## config.mk

```make
export PLATFORM = sky130hd
export DESIGN_NAME = bootsect_guard
export DESIGN_NICKNAME = d
export VERILOG_FILES = /design/src/rtl/bootsect_pkg.sv /design/src/rtl/bootmap_decode.sv /design/src/rtl/prot_bank.sv /design/src/rtl/bootsect_guard.sv
export SDC_FILE = /design/constraint.sdc
export NUM_CORES = 1
export LEC_CHECK = 0
export ABC_AREA = 1
export BUFFER_PORTS_ARGS = -buffer_cell sky130_fd_sc_hd__buf_2
export CORE_MARGIN = 2
export CORE_UTILIZATION = 33
export DETAILED_ROUTE_END_ITERATION = 12
export PLACE_DENSITY_LB_ADDON = 0.25
export SLEW_MARGIN = 20
export SYNTH_ARGS = -nofsm -noshare
export SYNTH_HDL_FRONTEND = slang
export SYNTH_SLANG_ARGS = --single-unit
```

## constraint.sdc

```tcl
create_clock -name clk -period 0.9 [get_ports clk]
set_clock_uncertainty 0.15 [all_clocks]
set_input_delay 0.09 -clock clk [delete_from_list [all_inputs] [get_ports clk]]
set_output_delay 0.09 -clock clk [all_outputs]
set_load 0.1 [all_outputs]
```

## src/rtl/bootsect_pkg.sv

```systemverilog
package bootsect_pkg;
  localparam int SECT_N = 7;
  localparam int IDX_W  = $clog2(SECT_N);
  localparam int TAG_W  = 5;

  function automatic int sect_kb(input bit top, input int s);
    int k;
    k = top ? (SECT_N - 1 - s) : s;
    case (k)
      0: return 16;
      1, 2: return 8;
      3: return 32;
      default: return 64;
    endcase
  endfunction

  function automatic int sect_base_kb(input bit top, input int s);
    int b;
    b = 0;
    for (int i = 0; i < SECT_N; i++)
      if (i < s) b += sect_kb(top, i);
    return b;
  endfunction

  function automatic logic [IDX_W-1:0] low_boot_idx(input logic [TAG_W-1:0] t);
    if (t[4:3] != 2'b00) return IDX_W'(3 + int'(t[4:3]));
    else if (t[2])       return IDX_W'(3);
    else if (t[1])       return t[0] ? IDX_W'(2) : IDX_W'(1);
    else                 return IDX_W'(0);
  endfunction

  function automatic logic [IDX_W-1:0] map_idx(input bit top, input logic [TAG_W-1:0] t);
    if (top) return IDX_W'(SECT_N - 1) - low_boot_idx(~t);
    return low_boot_idx(t);
  endfunction
endpackage

```

## src/rtl/bootmap_decode.sv

```systemverilog
module bootmap_decode
  import bootsect_pkg::*;
#(
  parameter int ADDR_W   = 18,
  parameter bit BOOT_TOP = 1'b0
) (
  input  logic              clk,
  input  logic              rst_n,
  input  logic [ADDR_W-1:0] addr,
  output logic [IDX_W-1:0]  idx,
  output logic [SECT_N-1:0] hit
);
  localparam int TAG_LSB = ADDR_W - TAG_W;

  logic [31:0] addr32;
  assign addr32 = 32'(addr);
  assign idx = map_idx(BOOT_TOP, addr[ADDR_W-1:TAG_LSB]);

  for (genvar s = 0; s < SECT_N; s++) begin : g_range
    localparam int LO = sect_base_kb(BOOT_TOP, s) * 1024;
    localparam int HI = LO + sect_kb(BOOT_TOP, s) * 1024;
    assign hit[s] = (addr32 >= 32'(LO)) && (addr32 < 32'(HI));
  end

  AST_ONE_SECTOR: assert property (@(posedge clk) disable iff (!rst_n)
    $countones(hit) == 1);
  AST_IDX_MATCH: assert property (@(posedge clk) disable iff (!rst_n)
    hit[idx]);
endmodule

```

## src/rtl/prot_bank.sv

```systemverilog
module prot_bank
  import bootsect_pkg::*;
(
  input  logic              clk,
  input  logic              rst_n,
  input  logic              load,
  input  logic [SECT_N-1:0] load_val,
  input  logic              unlock,
  output logic [SECT_N-1:0] stored,
  output logic [SECT_N-1:0] in_force
);
  always_ff @(posedge clk or negedge rst_n) begin
    if (!rst_n)    stored <= '0;
    else if (load) stored <= load_val;
  end

  assign in_force = unlock ? '0 : stored;

  AST_HOLD_SET: assert property (@(posedge clk) disable iff (!rst_n)
    !load |=> $stable(stored));
  AST_LOAD_SET: assert property (@(posedge clk) disable iff (!rst_n)
    load |=> stored == $past(load_val));
endmodule

```

## src/rtl/bootsect_guard.sv

```systemverilog
module bootsect_guard
  import bootsect_pkg::*;
#(
  parameter int ADDR_W   = 18,
  parameter bit BOOT_TOP = 1'b0
) (
  input  logic              clk,
  input  logic              rst_n,
  input  logic              prot_load,
  input  logic [SECT_N-1:0] prot_val,
  input  logic              temp_unlock,
  input  logic [ADDR_W-1:0] chk_addr,
  input  logic [SECT_N-1:0] erase_sel,
  output logic [IDX_W-1:0]  sect_idx,
  output logic              prog_ok,
  output logic              asel_prot,
  output logic [SECT_N-1:0] erase_go
);
  logic [SECT_N-1:0] sect_hit;
  logic [SECT_N-1:0] prot_stored;
  logic [SECT_N-1:0] prot_force;

  bootmap_decode #(.ADDR_W(ADDR_W), .BOOT_TOP(BOOT_TOP)) map_i (
    .clk(clk), .rst_n(rst_n), .addr(chk_addr), .idx(sect_idx), .hit(sect_hit));

  prot_bank bank_i (
    .clk(clk), .rst_n(rst_n), .load(prot_load), .load_val(prot_val),
    .unlock(temp_unlock), .stored(prot_stored), .in_force(prot_force));

  assign prog_ok   = ~|(prot_force & sect_hit);
  assign asel_prot = prot_stored[sect_idx];
  assign erase_go  = erase_sel & ~prot_force;

  AST_LOCK_BLOCKS: assert property (@(posedge clk) disable iff (!rst_n)
    (!temp_unlock && prot_stored[sect_idx]) |-> !prog_ok);
  AST_UNLOCK_OPEN: assert property (@(posedge clk) disable iff (!rst_n)
    temp_unlock |-> (prog_ok && erase_go == erase_sel));
  AST_ERASE_SUBSET: assert property (@(posedge clk) disable iff (!rst_n)
    (erase_go & ~erase_sel) == '0);
  AST_RELOCK: assert property (@(posedge clk) disable iff (!rst_n)
    ($fell(temp_unlock) && $stable(chk_addr) && asel_prot) |-> !prog_ok);
endmodule

```

==> metrics.md, run 1 <==
| Metric | Value |
|---|---|
| Initial core utilization | `36.4%` |
| FP Rows | `14` |
| Routability congestion estimate | `0.926` |
| Clock tree buffer depth | `2` |
| Num CTS Buffers | `3` |
| Net Count, Synth | `123` |
| Num ports | `48` |
| Post-GRT worst EP | `prog_ok` |
| Syn Area/Cell | `6.44 um^2` |
| CTS root buf | `clkbuf_4` |
| Die H | `45.2 um` |
| Exit stage | `5_1_grt` |
| Synthesis Warnings | `0` |
| Synthesized area | `561 um^2` |
| Final HPWL DP | `1690 um` |
| Yosys reg bits | `7` |
| Pin count of the biggest net entering global routing | `9` |
| Register area share after synthesis | `31.3%` |
| Status | `did not finish` |
| Die width | `45.2 um` |
| Synth Instances | `87` |
| Netlist cell types | `16` |
| Clock sinks | `7` |
| First Err | `[ERROR DPL-0038] Utilization greater than 100%, impossible to legalize` |
| WEP type | `primary output` |
| Pre-CTS WS | `-0.454 ns` |
| H-Tree Depth | `1` |
| Port-buffer cells | `34` |
[metrics by stage]
stage / instances / utilization (%) / area, um^2 / hold WS (ns) / setup TNS, ns
2_1_floorplan: 87 / - / 666 / -0.356 / -4.35
3_3_place_gp: 159 / 78.2 / 1200 / -0.224 / -2.96
3_5_place_dp: 159 / 78.2 / 1200 / -0.217 / -3.33
4_1_cts: 176 / 96.8 / 1490 / -0.0805 / -5.57
[cell usage after synthesis]
cell type	n	area [um^2]
nor3_1	1	5.00
nor2_1	6	22.5
nand2_1	23	86.3
inv_2	2	7.51
nor2_2	1	6.26
mux2_2	1	11.3
nor2_4	1	11.3
nand2_4	1	11.3
nand2_2	2	12.5
clkbuf_1	1	3.75
a21boi_0	5	37.5
nand3_1	12	60.1
o21ai_0	8	40.0
inv_1	12	45.0
nand4_1	4	25.0
dfrtp_1	7	175
[kinds of logic after synthesis]
kind of cell           count (synthesis)  share of synthesized area [%]
AOI/OAI and AO/OA                     13                           13.8
muxes                                  1                           2.01
and+or+nand+nor                       51                           42.9
buffers and inverters                 15                           10.0
DFF                                    7                           31.3
[timing repair]
| item | in CTS |
|---|---|
| gates cloned | 0 |
| pin swaps | 20 |
| endpoints found under the setup margin | 17 |
| setup buffers | 10 |
| hold endpoints to repair | 14 |
| hold buffers | 7 |
| resized for setup | 50 |
==> run 2: changes to the inputs <==
--- a/config.mk
+++ b/config.mk
@@ -7,10 +7,10 @@
 export LEC_CHECK = 0
 export ABC_AREA = 1
 export BUFFER_PORTS_ARGS = -buffer_cell sky130_fd_sc_hd__buf_2
-export CORE_MARGIN = 2
-export CORE_UTILIZATION = 33
+export CORE_AREA = 2 2 63 65
 export DETAILED_ROUTE_END_ITERATION = 12
-export PLACE_DENSITY_LB_ADDON = 0.25
+export DIE_AREA = 0 0 65 67
+export PLACE_DENSITY_LB_ADDON = 0.15
 export SLEW_MARGIN = 20
 export SYNTH_ARGS = -nofsm -noshare
 export SYNTH_HDL_FRONTEND = slang
==> constraint.sdc (replaced) <==
create_clock -name clk -period 1.17 [get_ports clk]
set_clock_uncertainty 0.15 [all_clocks]
set_input_delay 0.117 -clock clk [delete_from_list [all_inputs] [get_ports clk]]
set_output_delay 0.117 -clock clk [all_outputs]
set_load 0.1 [all_outputs]
==> run 2 against run 1 <==
Net effect:
- the flow now finishes, with violations (negative setup slack)
- synthesized cell count unchanged
- area after synthesis unchanged
==> metrics.md, run 2 <==
| Metric | Value |
|---|---|
| DRT iter0 DRCs | `32` |
| DRC viols | `0` |
| Critical path arrival | `1.29 ns` |
| Drt pass-1 iters | `3` |
| Clock sinks | `7` |
| DR vias/cell | `3.93` |
| Pre-CTS WS | `-0.202 ns` |
| Final HPWL DP | `1710 um` |
| Net Count, Synth | `123` |
| Pin count of the biggest net entering global routing | `14` |
| Crit Path Max Fanout | `3` |
| Ys async rst share | `100%` |
| Top reg by flops | `bank_i.stored` |
| Cell taking the most area after synthesis | `dfrtp_1` |
| Layout area overhead | `174%` |
| CP endpoint | `prog_ok` |
| Hold Crit Class | `in -> reg` |
| # Max-Cap Violations | `0` |
| Core Footprint | `3610 um^2` |
| GRT Overall Usage | `10.7%` |
| CTS tree | `done` |
| FP Rows | `22` |
| H-Tree Depth | `1` |
| Num CTS Buffers | `3` |
| Final ANT Viol Nets | `0` |
| Worst Path Class, Setup | `reg -> out` |
| Period utilisation layout | `133%` |
| Maximum clock frequency | `0.641 GHz` |
| Hold path start | `prot_load` |
| Die H | `67 um` |
| Synthesis Warnings | `0` |
| Startpoint of the worst-slack reg-to-reg timing path | `bank_i.stored[5]$_DFFE_PN0P_` |
| Clk_lat worst skew | `0.23 ns` |
| Critical Path End Type | `output port` |
| Flop-to-flop setup slack | `0.10 ns` |
| Synth Instances | `87` |
| Finish-stage setup viols | `9` |
| WL/cell | `10.1 um` |
| Worst Setup SP | `bank_i.stored[5]$_DFFE_PN0P_` |
| EDFF count, synth | `0` |
| Max reg flops | `7` |
| Status | `finished, violations left` |
| Minimum clock period after layout | `1.56 ns` |
| Initial core utilization | `15.5%` |
| Syn Area/Cell | `6.44 um^2` |
| RR Endpoint | `bank_i.stored[5]$_DFFE_PN0P_` |
| Die width | `65 um` |
| Synthesized area | `561 um^2` |
| WL final | `2120 um` |
| Netlist cell types | `16` |
| GRT Residual Overflow | `0` |
| CP Launch Type | `flop` |
| Area of the multi-input gates | `483 um^2` |
| Largest registers | `bank_i.stored (7)` |
| Num ports | `48` |
| Most common cell after layout, fill and taps aside | `buf_4` |
| Predominant post-synthesis flop cell | `dfrtp_1` |
| Power density over cell area | `961 nW/um^2` |
| Clock tree buffer depth | `2` |
| Failing checks | `negative setup slack` |
| Leakage power | `0.000757 uW` |
| Worst rel slew slack | `77.7%` |
| WP data required | `0.90 ns` |
| Top-count cell post-synth | `nand2_1` |
| Synth cell count leaders | `nand2_1, inv_1, nand3_1` |
| Vias in the first global route | `829` |
| Full die area | `4360 um^2` |
| Final worst slack | `-0.389 ns` |
| Routability congestion estimate | `0.782` |
| Filler cells | `371` |
| Slew @ Worst Pin | `0.331 ns` |
| Share of post-route cells with drive strength above 1 | `64.8%` |
| Peak supply drop | `397 uV` |
| Largest cells by area after synthesis | `dfrtp_1, nand2_1, nand3_1` |
| Final Max Tran Viols | `0` |
| First-pass GRT wire length | `3540 um` |
| Register-to-Register Path Depth | `5` |
| Total number of vias | `826` |
| Reg area | `175 um^2` |
| Port-buffer cells | `34` |
| Placed cells | `190` |
| CTS root buf | `clkbuf_8` |
| Initial antenna violation count | `0` |
| Non-filler cells, final | `210` |
| Diodes inserted | `0` |
| RSZ-0062 raised after global routing | `true` |
| Yosys reg bits | `7` |
| Top-area cell type share of the netlist area | `31.3%` |
| Worst-path clk slew | `0.04 ns` |
| Most frequent cells in the layout | `buf_4, buf_2, nand2_1` |
| Final net count | `199` |
| Register area share after synthesis | `31.3%` |
| Final hold vios | `0` |
-- run 2: cell counts after synthesis --
Identical to the previous run, type by type.
-- run 2: power breakdown --
part | leakage [uW] | internal (uW) | switching (uW) | total (uW)
Sequential | 0.0000845 | 266 | 19.9 | 285
Clock | 0.0000228 | 236 | 109 | 345
Combinational | 0.000650 | 375 | 470 | 845
Total | 0.000757 | 877 | 599 | 1480
-- run 2: cell type report --
class / instances / share of cell area [%]
inverters: 14 / 3.67
flip-flops and latches: 7 / 11.4
multi-input cells: 65 / 31.5
clock buffers: 4 / 2.93
repair buffers: 72 / 46.6
well taps: 48 / 3.91
-- run 2: layer usage --
metal | vias to the layer above | global-route usage, % | wire (um)
met4 | 0 | 5.59 | 45
met2 | 19 | 18.8 | 1060
met1 | 369 | 12.8 | 931
met3 | 5 | 1.35 | 86
met5 | - | 0 | 0
li1 | 433 | - | -
-- run 2: logic make-up after synthesis --
| family | synth area share (%) |
|---|---|
| AND/OR/NAND/NOR | 42.9 |
| flip-flops | 31.3 |
| AO/OA/AOI/OAI | 13.8 |
| buffers and inverters | 10.0 |
| multiplexers | 2.01 |
-- run 2: through the flow --
step	util [%]	power, uW	cell area (um^2)	hold slack (ns)	setup TNS [ns]
floorplan	-	698	658	-0.329	-2.10
global placement	34.1	1020	1230	-0.189	-0.414
detailed placement	34.1	1030	1230	-0.185	-0.462
CTS	41.6	1470	1500	0.0903	-2.39
global route	42.6	1550	1540	0.122	-2.62
finish	42.6	1480	1540	0.0714	-2.24
-- run 2: how the worst min path moves through the flow --
| stage | cells past startpoint | end | slack [ns] |
|---|---|---|---|
| after floorplan | 0 | bank_i.stored[0]$_DFFE_PN0P_ | -0.33 |
| after global placement | 1 | bank_i.stored[2]$_DFFE_PN0P_ | -0.19 |
| after detailed placement | 1 | bank_i.stored[0]$_DFFE_PN0P_ | -0.18 |
| after CTS | 3 | bank_i.stored[2]$_DFFE_PN0P_ | 0.09 |
| after global routing | 2 | bank_i.stored[2]$_DFFE_PN0P_ | 0.12 |
| final | 2 | bank_i.stored[5]$_DFFE_PN0P_ | 0.07 |
-- run 2: worst max-delay path: stages (launching register included) --
cell     delay [ns]
dfrtp_1        0.36
inv_2          0.11
nor2_4         0.04
nand3_2        0.05
nand3_2        0.09
nor3_4         0.21
buf_12         0.20
-- run 2: repair_timing --
action / 4_1_cts / 5_1_grt
resized for setup: 27 / 10
endpoints found under the hold margin: 14 / 0
setup buffers: 8 / 3
pin swaps: 19 / 10
hold buffers: 8 / 0
endpoints found under the setup margin: 11 / 11
cloned: 0 / 0
Power figures use the tool's default switching activity.
==> run 3: changes to the inputs <==
--- a/config.mk
+++ b/config.mk
@@ -5,7 +5,6 @@
 export SDC_FILE = /design/constraint.sdc
 export NUM_CORES = 1
 export LEC_CHECK = 0
-export ABC_AREA = 1
 export BUFFER_PORTS_ARGS = -buffer_cell sky130_fd_sc_hd__buf_2
 export CORE_AREA = 2 2 63 65
 export DETAILED_ROUTE_END_ITERATION = 12
==> constraint.sdc (replaced) <==
create_clock -name clk -period 1.17 [get_ports clk]
set_clock_uncertainty 0.15 [all_clocks]
set_input_delay 0.117 -clock clk [delete_from_list [all_inputs] [get_ports clk]]
set_output_delay 0.117 -clock clk [all_outputs]
set_load 0.05 [all_outputs]
==> run 3 against run 2 <==
Net effect:
- combinational power fell by 39%
- via count shrank 33%
- the run still ends with negative setup slack left
- clock-buffer cell count unchanged
- first-iteration DRC count decreased by 78%
- critical path type unchanged
- highest routed layer unchanged
- flip-flop and latch count is the same
- global-route usage is 3.1 points lower
- largest power group unchanged
- core utilization is 12 points lower
- total power shrank 23%
- fmax decreased by 18%
- sequential share of layout area up 4.5 points
- register-to-register slack got worse by 0.13 ns
==> metrics.md, run 3 <==
| Metric | Value |
|---|---|
| Status | `finished, violations left` |
| Failing checks | `negative setup slack` |
| Worst Path Buf+Inv | `1` |
| Power density over cell area | `1030 nW/um^2` |
| Critical path arrival | `1.65 ns` |
| Worst-path clk slew | `0.04 ns` |
| DRT iter0 DRCs | `7` |
| Cell taking the most area after synthesis | `dfrtp_1` |
| Register-to-Register Path Depth | `4` |
| Most frequent cells in the layout | `buf_2, buf_6, dlygate4sd3_1, buf_4` |
| Diodes inserted | `0` |
| CTS root buf | `clkbuf_8` |
| Synthesis Warnings | `0` |
| Synthesized area | `428 um^2` |
| Final hold vios | `0` |
| Share of post-route cells with drive strength above 1 | `76.7%` |
| Synth Instances | `39` |
| RR Endpoint | `bank_i.stored[6]$_DFFE_PN0P_` |
| Minimum clock period after layout | `1.91 ns` |
| WL/cell | `10.2 um` |
| Register area share after synthesis | `40.9%` |
| Fin area | `1100 um^2` |
| Initial core utilization | `11.9%` |
| Non-filler cells, final | `151` |
| Die H | `67 um` |
| Startpoint of the worst-slack reg-to-reg timing path | `bank_i.stored[6]$_DFFE_PN0P_` |
| Worst Path Class, Setup | `reg -> out` |
| Core Footprint | `3610 um^2` |
| WL met2 | `785 um` |
| Num CTS Buffers | `3` |
| Ys async rst share | `100%` |
| Top Metal Used | `met4` |
| Maximum clock frequency | `0.523 GHz` |
| CP Depth | `4` |
| GRT Residual Overflow | `0` |
| DP Area | `805 um^2` |
| GRT Overall Usage | `7.64%` |
| Worst Setup SP | `bank_i.stored[3]$_DFFE_PN0P_` |
| Worst rel slew slack | `82.1%` |
| CP Launch Type | `flop` |
| Met3 wire len | `74 um` |
| Placed cells | `133` |
| Synth cell count leaders | `a21boi_0, dfrtp_1, mux2_2` |
| Drt pass-1 iters | `2` |
| Pin count of the biggest net entering global routing | `8` |
| Total number of vias | `551` |
| Full die area | `4360 um^2` |
| Flop-to-flop setup slack | `-0.03 ns` |
| Worst path slowest cell | `mux4_2` |
| Initial antenna violation count | `0` |
| Port-buffer cells | `34` |
| # Max-Cap Violations | `0` |
| H-Tree Depth | `1` |
| Leakage power | `0.000511 uW` |
| Slew @ Worst Pin | `0.268 ns` |
| Final worst slack | `-0.742 ns` |
| Routability congestion estimate | `0.666` |
| Period utilisation layout | `163%` |
| WL final | `1550 um` |
| CP endpoint | `asel_prot` |
| Predominant post-synthesis flop cell | `dfrtp_1` |
| Layout area overhead | `158%` |
| Final net count | `140` |
| Routed met1 length | `640 um` |
| First-pass GRT wire length | `2410 um` |
| Syn Area/Cell | `11.0 um^2` |
| Crit-path max cell delay | `0.49 ns` |
| Area of the multi-input gates | `302 um^2` |
| CTS tree | `done` |
| Clk_lat worst skew | `0.23 ns` |
| Filler cells | `383` |
| Top-area cell type share of the netlist area | `40.9%` |
| DRC viols | `0` |
| Vias in the first global route | `521` |
| Largest cells by area after synthesis | `dfrtp_1, mux2_2, a21boi_0` |
| EDFF count, synth | `0` |
| Clock tree buffer depth | `2` |
| Net Count, Synth | `75` |
| Cells along the critical path | `and2_1 -> mux4_2 -> or2_4 -> buf_8` |
| Final HPWL DP | `1200 um` |
| Crit-path leading delay family | `multiplexers` |
| FP Rows | `22` |
| Top reg by flops | `bank_i.stored` |
| Finish-stage setup viols | `10` |
| DR vias/cell | `3.65` |
| Netlist cell types | `16` |
| Hold Crit Class | `in -> async` |
| Setup_tns | `-2.62 ns` |
| Final core utilization | `30.6%` |
| Peak supply drop | `227 uV` |
| Final Max Tran Viols | `0` |
| Final ANT Viol Nets | `0` |
| Max reg flops | `7` |
| WP data required | `0.90 ns` |
| Yosys reg bits | `7` |
| Crit Path Max Fanout | `2` |
| Critical Path End Type | `output port` |
| Num ports | `48` |
| Clock sinks | `7` |
| Pre-CTS WS | `-0.537 ns` |
| Reg area | `175 um^2` |
| RSZ-0062 raised after global routing | `true` |
| Die width | `65 um` |
| Largest registers | `bank_i.stored (7)` |
## run 3: how the worst min path moves through the flow
stage,start,end,slack [ns],depth (start not counted)
floorplan,rst_n,bank_i.stored[0]$_DFFE_PN0P_,-0.33,0
global placement,rst_n,bank_i.stored[1]$_DFFE_PN0P_,-0.19,1
detailed placement,rst_n,bank_i.stored[1]$_DFFE_PN0P_,-0.19,1
CTS,prot_val[3],bank_i.stored[3]$_DFFE_PN0P_,0.002,2
global route,rst_n,bank_i.stored[1]$_DFFE_PN0P_,0.12,2
finish,rst_n,bank_i.stored[3]$_DFFE_PN0P_,0.11,2
## run 3: kinds of logic (layout without fill, tap and decap cells)
family                 count (synthesis)  count (layout)  synth area share, %
buffers and inverters                  3              67                 2.63
flip-flops                             7               7                 40.9
AO/OA/AOI/OAI                         12              12                 20.5
AND/OR/NAND/NOR                        8               8                 9.94
multiplexers                           9               9                 26.0
## run 3: where the power goes
| part | switching (uW) | internal (uW) |
|---|---|---|
| clock network | 106 | 236 |
| registers | 18.3 | 268 |
| logic | 245 | 268 |
## run 3: area by class of cell
| cell class | instances | area share, % |
|---|---|---|
| clock buffer | 4 | 4.09 |
| inverter | 2 | 0.681 |
| multi-input combinational | 29 | 27.4 |
| sequential | 7 | 15.9 |
| tap | 48 | 5.45 |
| timing repair buffer | 61 | 46.5 |
## run 3: worst register-to-register path, stage by stage (launching register included)
cell	delay, ns
dfrtp_1	0.37
buf_6	0.12
buf_6	0.10
buf_6	0.10
mux2_2	0.25
## run 3: layer usage
metal,vias up,GRT usage [%]
li1,272,-
met1,256,8.73
met2,19,12.2
met3,4,1.01
met4,0,7.18
met5,-,0
## run 3: metrics by stage
stage                     hold slack [ns]  total power, uW
after global routing                0.119             1200
after global placement             -0.189              671
after detailed placement           -0.186              672
after CTS                         0.00216             1120
after floorplan                    -0.329              525
final                               0.108             1140
## run 3: repair_timing
| item | 4_1_cts | 5_1_grt |
|---|---|---|
| hold buffers | 7 | 1 |
| resized for setup | 32 | 8 |
| setup endpoints to repair | 11 | 12 |
| buffers inserted | 5 | 3 |
| pin swaps | 8 | 5 |
| hold endpoints to repair | 13 | 1 |
==> run 4: changes to the inputs <==
--- a/config.mk
+++ b/config.mk
@@ -9,7 +9,6 @@
 export CORE_AREA = 2 2 63 65
 export DETAILED_ROUTE_END_ITERATION = 12
 export DIE_AREA = 0 0 65 67
-export PLACE_DENSITY_LB_ADDON = 0.15
 export SLEW_MARGIN = 20
 export SYNTH_ARGS = -nofsm -noshare
 export SYNTH_HDL_FRONTEND = slang
==> run 4 against run 3 <==
Net effect:
- the run still ends with negative setup slack left
- fmax fell by 0.67%
- core utilization fell by 0.69 points
- clock power fell by 4%
- die area did not move
- highest routed layer unchanged
==> metrics.md, run 4 (synthesized netlist as in run 3, its figures left out) <==
| Metric | Value |
|---|---|
| Status | `finished, violations left` |
| Failing checks | `negative setup slack` |
| Final worst slack | `-0.755 ns` |
| Filler cells | `378` |
| Most frequent cells in the layout | `buf_2, buf_6, dlygate4sd3_1` |
| Num CTS Buffers | `3` |
| Worst rel slew slack | `77.9%` |
| Final hold vios | `0` |
| Die width | `65 um` |
| Final ANT Viol Nets | `0` |
| FP Rows | `22` |
| DRT iter0 DRCs | `6` |
| Critical path arrival | `1.66 ns` |
| Worst Path Class, Setup | `reg -> out` |
| DRC viols | `0` |
| Top reg by flops | `bank_i.stored` |
| Sequential power share | `25.6%` |
| NetSw | `358 uW` |
| WP data required | `0.90 ns` |
| WL final | `1600 um` |
| Crit Path Max Fanout | `2` |
| Total number of vias | `525` |
| Share of post-route cells with drive strength above 1 | `76.8%` |
| Num ports | `48` |
| Final core utilization | `29.9%` |
| Power density over cell area | `1030 nW/um^2` |
| Hold Crit Class | `in -> async` |
| Maximum clock frequency | `0.519 GHz` |
| Max reg flops | `7` |
| WL/cell | `10.9 um` |
| Most common cell after layout, fill and taps aside | `buf_2` |
| Core Footprint | `3610 um^2` |
| Vias in the first global route | `587` |
| Finish-stage setup viols | `9` |
| Full die area | `4360 um^2` |
| # Max-Cap Violations | `0` |
| Drt pass-1 iters | `3` |
| Initial core utilization | `11.9%` |
| Sw Ratio | `32.1%` |
| Die H | `67 um` |
| Clock tree buffer depth | `2` |
| Clock sinks | `7` |
| CTS tree | `done` |
| Routability congestion estimate | `0.669` |
| Worst slack on hold paths | `0.106 ns` |
| CTS root buf | `clkbuf_8` |
| Initial antenna violation count | `0` |
| Crit-path max cell delay | `0.50 ns` |
| Peak supply drop | `255 uV` |
| Final net count | `136` |
| Pin count of the biggest net entering global routing | `8` |
| Share of power burned in the clock network | `29.6%` |
| Final Max Tran Viols | `0` |
| Register-to-Register Path Depth | `3` |
| Worst-path clk slew | `0.04 ns` |
| Diodes inserted | `0` |
| Slew @ Worst Pin | `0.331 ns` |
| Critical Path End Type | `output port` |
| Largest registers | `bank_i.stored (7)` |
| Setup_tns | `-2.34 ns` |
| DR vias/cell | `3.57` |
| GRT Overall Usage | `8.22%` |
| Clk_lat worst skew | `0.22 ns` |
| Final HPWL DP | `1300 um` |
| Layout area overhead | `152%` |
| Period utilisation layout | `165%` |
| Combinational share of power | `44.8%` |
| First-pass GRT wire length | `2660 um` |
| Minimum clock period after layout | `1.93 ns` |
| H-Tree Depth | `1` |
| CP Launch Type | `flop` |
| Cell Int Power | `757 uW` |
| GRT Residual Overflow | `0` |
| Leakage power | `0.000494 uW` |
| Port-buffer cells | `34` |
| RSZ-0062 raised after global routing | `true` |
| Cells along the critical path | `and2_4 -> mux4_2 -> or2_4 -> buf_8` |
| Worst path slowest cell | `mux4_2` |
## run 4: cell types whose count changed in the layout (fill, tap and decap cells not counted), sizes merged
cell / before / now
buf: 53 / 49
## run 4: timing repair
item / 4_1_cts / 5_1_grt
buffers inserted: 4 / 1
hold endpoints to repair: 14 / 0
pin swaps: 9 / 5
hold buffers: 8 / 0
resized for setup: 32 / 8
setup endpoints to repair: 11 / 11
## run 4: worst paths after layout
kind | start | end | slack, ns
hold / removal | rst_n | bank_i.stored[6]$_DFFE_PN0P_ | 0.11
max in group asynchronous | rst_n | bank_i.stored[2]$_DFFE_PN0P_ | 0.61
setup reg to reg | bank_i.stored[3]$_DFFE_PN0P_ | bank_i.stored[3]$_DFFE_PN0P_ | 0.04
setup / recovery | bank_i.stored[3]$_DFFE_PN0P_ | asel_prot | -0.76
hold reg to reg | bank_i.stored[1]$_DFFE_PN0P_ | bank_i.stored[1]$_DFFE_PN0P_ | 0.48
min in group clk | prot_load | bank_i.stored[4]$_DFFE_PN0P_ | 0.12
## run 4: cell type report
class	count	area, um^2	area share (%)
tap	48	60.1	5.57
sequential	7	175	16.3
inverter	2	7.51	0.697
multi-input combinational	29	304	28.2
clock buffer	4	45.0	4.18
timing repair buffer	57	485	45.1
## run 4: metrics by stage
step / power, uW / cell area (um^2) / std cells / setup WS (ns)
after floorplan: 525 / 480 / 39 / -0.418
after global placement: 664 / 805 / 133 / -0.518
after detailed placement: 673 / 805 / 133 / -0.568
after CTS: 1110 / 1040 / 146 / -0.760
after global routing: 1170 / 1080 / 147 / -0.796
final: 1110 / 1080 / 147 / -0.755
## run 4: power groups by stage
stage	Combinational [uW]	Sequential [uW]	Clock (uW)
5_1_grt	529	288	350
2_1_floorplan	237	288	0
3_5_place_dp	387	286	0
3_3_place_gp	381	283	0
4_1_cts	482	286	339
6_report	499	286	330
## run 4: routing by layer
metal,up-vias,routed length [um],GRT usage [%]
met5,-,0,0
met4,0,16,3.99
met3,2,147,3.89
met2,19,869,14.4
met1,245,569,8.15
li1,259,-,-
## run 4: worst max-delay path, delay by kind of cell, from the launching register on
| family | cells | cell delay [ns] |
|---|---|---|
| flip-flops | 1 | 0.37 |
| buffers and inverters | 1 | 0.15 |
| AND/OR/NAND/NOR | 2 | 0.42 |
| multiplexers | 1 | 0.50 |
